File: src/rtl/tmr_pkg.sv
package tmr_pkg;
  localparam int unsigned NUM_COPIES = 3;

  function automatic logic maj3(input logic a, input logic b, input logic c);
    return (a & b) | (b & c) | (a & c);
  endfunction
endpackage

File: src/rtl/tmr_copy.sv
module tmr_copy #(
  parameter int unsigned W = 8,
  parameter logic [W-1:0] RESET_VAL = '0
) (
  input  logic         clk_i,
  input  logic         rst_ni,
  input  logic [W-1:0] next_i,
  input  logic [W-1:0] flip_i,
  output logic [W-1:0] q_o
);
  always_ff @(posedge clk_i or negedge rst_ni) begin
    if (!rst_ni) q_o <= RESET_VAL;
    else         q_o <= next_i ^ flip_i;
  end
endmodule

File: src/rtl/tmr_vote.sv
module tmr_vote #(
  parameter int unsigned W = 8
) (
  input  logic [W-1:0] c0_i,
  input  logic [W-1:0] c1_i,
  input  logic [W-1:0] c2_i,
  output logic [W-1:0] vote_o,
  output logic         differ_o
);
  logic [W-1:0] bit_differ;

  for (genvar b = 0; b < W; b++) begin : g_bit
    assign vote_o[b]     = tmr_pkg::maj3(c0_i[b], c1_i[b], c2_i[b]);
    assign bit_differ[b] = (c0_i[b] != c1_i[b]) | (c1_i[b] != c2_i[b]);
  end

  assign differ_o = |bit_differ;
endmodule

File: src/rtl/tmr_reg.sv
module tmr_reg #(
  parameter int unsigned W = 8,
  parameter logic [W-1:0] RESET_VAL = 8'hA5
) (
  input  logic         clk_i,
  input  logic         rst_ni,
  input  logic         load_i,
  input  logic [W-1:0] data_i,
  input  logic [W-1:0] flip0_i,
  input  logic [W-1:0] flip1_i,
  input  logic [W-1:0] flip2_i,
  output logic [W-1:0] data_o,
  output logic         mismatch_o
);
  localparam int unsigned NC = tmr_pkg::NUM_COPIES;

  logic [W-1:0] flip [NC];
  logic [W-1:0] copy [NC];
  logic [W-1:0] next_val;

  assign flip[0] = flip0_i;
  assign flip[1] = flip1_i;
  assign flip[2] = flip2_i;

  // feedback: hold reloads the voted value, not the copy's own value
  assign next_val = load_i ? data_i : data_o;

  for (genvar k = 0; k < NC; k++) begin : g_copy
    tmr_copy #(.W(W), .RESET_VAL(RESET_VAL)) i_copy (
      .clk_i  (clk_i),
      .rst_ni (rst_ni),
      .next_i (next_val),
      .flip_i (flip[k]),
      .q_o    (copy[k])
    );
  end

  tmr_vote #(.W(W)) i_vote (
    .c0_i     (copy[0]),
    .c1_i     (copy[1]),
    .c2_i     (copy[2]),
    .vote_o   (data_o),
    .differ_o (mismatch_o)
  );
endmodule

File: config.mk
export PLATFORM = sky130hd
export DESIGN_NAME = tmr_reg
export DESIGN_NICKNAME = d
export VERILOG_FILES = /design/src/rtl/tmr_pkg.sv /design/src/rtl/tmr_copy.sv /design/src/rtl/tmr_vote.sv /design/src/rtl/tmr_reg.sv
export SDC_FILE = /design/constraint.sdc
export NUM_CORES = 1
export LEC_CHECK = 0
export ABC_AREA = 1
export BUFFER_PORTS_ARGS = -buffer_cell sky130_fd_sc_hd__buf_2
export CORE_MARGIN = 5
export CORE_UTILIZATION = 35
export DETAILED_ROUTE_END_ITERATION = 6
export SYNTH_ARGS = -nofsm -noshare
export SYNTH_HDL_FRONTEND = slang
export SYNTH_SLANG_ARGS = --single-unit
export TNS_END_PERCENT = 30
File: constraint.sdc
create_clock -name clk_i -period 1.6 [get_ports clk_i]
set_input_delay 0.24 -clock clk_i [delete_from_list [all_inputs] [get_ports clk_i]]
set_output_delay 0.24 -clock clk_i [all_outputs]
set_load 0.02 [all_outputs]
==> summary.md <==
| Metric | Value |
|---|---|
| Data arrival time of the critical path | `1.52 ns` |
| Setup violations, final | `1` |
| Total core area | `4090 sq um` |
| Number of levels the H-tree was split into | `1` |
| Root buffer cell | `sky130_fd_sc_hd__clkbuf_8` |
| Num ports | `44` |
| Maximum clock frequency | `roughly 0.57 GHz` |
| Number of buffers inserted by port buffering | `43` |
| Routed len/inst | `10.0 um` |
| Signed area change from the synthesized netlist to the final layout | `25.8%` |
| Clock Tree Buf Depth | `2` |
| Number of hold violations in the final report | `0` |
| Number of standard cells after synthesis | `201` |
| Final wirelength | `2980 um` |
| DR vias | `~1300` |
| Worst-case setup margin in the final layout | `-0.160 ns` |
| Combined area of all synthesized cells | `1500 sq um` |
| Fin Clk Skew | `~0.00034 ns` |
| Avg Vias per Cell | `4.53` |
| Post-Route Hold Slack | `0.179 ns` |
| Max Fanout on Critical Path | `2` |
| Count of maximum capacitance violations | `0` |
| Non-Filler Instances | `297` |
| Synthesis-stage register bit count | `24` |
| First-pass GRT wire length | `between 4000 and 5000 um` |
| Leakage power summed over all cells | `0.00109 uW` |
| Pins Over Slew Limit | `0` |
| Antenna diodes | `0` |
| Cell taking the most area after synthesis | `sky130_fd_sc_hd__dfstp_2` |
| Critical path class | `flip-flop to output pin` |
| Maximum resistive drop on vdd | `0.286 mV` |
| Worst Setup End Kind | `output pin` |
| Floorplan die width | `75.4 um` |
| Last weighted congestion value of the routability-driven placer | `0.743` |
| Starting utilization of the core area | `36.7%` |
| Die Height | `approximately 75 um` |
| Max reg flops | `24` |
| Reg2reg setup slack | `0.40 ns` |
| Portion of the clock cycle consumed by the worst path in the final layout | `110%` |
| Main area contributors after synthesis | `sky130_fd_sc_hd__dfstp_2, sky130_fd_sc_hd__dfrtp_1, sky130_fd_sc_hd__nand2_1` |
| Result of the run | `finished, violations left` |
| Data required time of the critical path | `1.36 ns` |
| Largest net degree at the start of global routing | `25` |
| Placement row count | `23` |
| Sequential fraction of the synthesis area | `just over 40%` |
| Antenna-violating nets left | `0` |
| CTS tree | `yes` |
| Dpl hpwl | `2340 um` |
| Syn_nets | `roughly 250` |
| Clock network latency to the later pin of the worst-skew pair | `between 0.2 and 0.3 ns` |
| Largest registers | `g_copy.i_copy.q_o (24)` |
| Full die area | `5690 sq um` |
| Element type at the critical path start | `flip-flop` |
| RSZ-0062 raised after global routing | `true` |
| Register with the highest flop count | `g_copy.i_copy.q_o` |
| CTS sink count | `24` |
| DR pass1 iterations | `4` |
| Total routing usage reported by global routing | `10.8%` |
| Final layout net count | `300` |
| Remaining design rule violation count | `0` |
| Worst slew slack as a fraction of its limit | `65.3%` |
| Number of antenna violations at the first check in global routing | `0` |
| Failing checks | `setup timing` |
| Area fraction of the dominant cell type after synthesis | `21.1%` |
| Clock slew at the register clock pins of the worst setup and hold paths | `0.08 ns` |
| Number of global-route vias before repair | `1144` |
| Syn_area_per_cell | `7.45 sq um` |
| Proportion of layout cells with a drive suffix above 1 | `slightly above 30%` |
| Total power density per cell area | `between 900 and 1000 nW/um^2` |
| Min Clock Period, post-route | `~1.8 ns` |
| Violation count after the first detailed-routing iteration | `40` |
| Min-delay worst type | `input pin to flip-flop` |
| Total placed cells including tap cells | `293` |
| Total of warnings raised by yosys | `0` |
| Global-route congestion overflow total | `0` |
| Worst Tran Pin Value | `0.521 ns` |
| Number of buffers created by CTS | `3` |
| Number of distinct library cells after synthesis | `12` |
==> stage by stage <==
step           util [%]  setup TNS [ns]  power [uW]  setup WS, ns  area (sq um)
2_1_floorplan         -               0        1220         0.263          1500
3_3_place_gp       43.2               0        1400         0.113          1760
3_5_place_dp       43.2               0        1410         0.105          1760
4_1_cts            44.5          -0.186        1770        -0.186          1820
5_1_grt            46.1          -0.211        1950        -0.211          1880
6_report           46.1          -0.160        1800        -0.160          1880
==> area by class of cell <==
class	count	area, sq um
repair buffers	44	231
multi-input cells	151	840
fillers	423	2200
inverters	25	93.8
flip-flops and latches	24	616
well taps	50	62.6
clock buffers	3	41.3
==> worst max-delay path, cell delays in order, from the launching register on <==
cell,delay [ns]
sky130_fd_sc_hd__dfstp_2,0.59
sky130_fd_sc_hd__ha_4,0.21
sky130_fd_sc_hd__nor2_2,0.10
sky130_fd_sc_hd__nand2_1,0.06
sky130_fd_sc_hd__nor2_2,0.09
sky130_fd_sc_hd__nand2_1,0.08
sky130_fd_sc_hd__buf_6,0.13
==> repair_timing <==
action | CTS | global route
buffers inserted | 0 | 0
pin swaps | 1 | 7
endpoints found under the setup margin | 1 | 1
hold buffers | 1 | 0
hold endpoints to repair | 12 | 0
gates resized for setup | 1 | 9
==> logic make-up after synthesis <==
kind of cell / share of synthesized area (%)
flip-flops: 41.1
adder cells (fa/ha/maj): 13.4
AND/OR/NAND/NOR: 38.5
buffers and inverters: 7.02
==> metal layers <==
| layer | vias to the layer above | part of all wire (%) | GRT usage, % |
|---|---|---|---|
| met3 | 2 | 6.2 | 1.72 |
| met2 | 33 | 48 | 17.5 |
| met5 | - | 0 | 0 |
| met4 | 0 | 1.1 | 4.66 |
| met1 | 583 | 45 | 14.3 |
| li1 | 726 | - | - |
==> worst paths after layout <==
kind | startpoint | endpoint | cells after the start
worst max register to register | g_copy[2].i_copy.q_o[1] | g_copy[0].i_copy.q_o[1] | 6
worst min-delay path | flip0_i[0] | g_copy[0].i_copy.q_o[0] | 3
worst min register to register | g_copy[0].i_copy.q_o[4] | g_copy[0].i_copy.q_o[4] | 4
worst max-delay path | g_copy[1].i_copy.q_o[0] | mismatch_o | 6
max in group asynchronous | rst_ni | g_copy[1].i_copy.q_o[7] | 2
min in group asynchronous | rst_ni | g_copy[2].i_copy.q_o[1] | 2
==> synthesized netlist by cell type <==
library cell and count:
sky130_fd_sc_hd__nand2_1 75, sky130_fd_sc_hd__or2_2 6, sky130_fd_sc_hd__inv_2 1, sky130_fd_sc_hd__nand2_2 2, sky130_fd_sc_hd__or2_4 2, sky130_fd_sc_hd__nor2_1 18, sky130_fd_sc_hd__dfrtp_1 12, sky130_fd_sc_hd__inv_1 24
sky130_fd_sc_hd__buf_6 1, sky130_fd_sc_hd__nand3_1 32, sky130_fd_sc_hd__ha_1 16, sky130_fd_sc_hd__dfstp_2 12
==> layout by cell type, fill, tap and decap left out <==
cell | synthesis | routed
sky130_fd_sc_hd__nand3_1 | 32 | 32
sky130_fd_sc_hd__ha_1 | 16 | 12
sky130_fd_sc_hd__buf_2 | 0 | 42
sky130_fd_sc_hd__nand2_2 | 2 | 2
sky130_fd_sc_hd__ha_4 | 0 | 4
sky130_fd_sc_hd__nor2_1 | 18 | 15
sky130_fd_sc_hd__dlygate4sd3_1 | 0 | 1
sky130_fd_sc_hd__or2_4 | 2 | 2
sky130_fd_sc_hd__nor2_2 | 0 | 2
sky130_fd_sc_hd__inv_2 | 1 | 1
sky130_fd_sc_hd__clkbuf_8 | 0 | 3
sky130_fd_sc_hd__or2_2 | 6 | 6
sky130_fd_sc_hd__buf_6 | 1 | 1
sky130_fd_sc_hd__dfrtp_1 | 12 | 12
sky130_fd_sc_hd__nor2_4 | 0 | 1
sky130_fd_sc_hd__nand2_1 | 75 | 75
sky130_fd_sc_hd__inv_1 | 24 | 24
sky130_fd_sc_hd__dfstp_2 | 12 | 12
==> power by group <==
group	leakage (uW)	internal, uW	switching, uW	total [uW]
Clock	0.0000216	168	173	341
Sequential	0.000270	737	70.1	807
Combinational	0.000797	269	387	656
Total	0.00109	1170	630	1800
(Power assumes the default switching activity.)
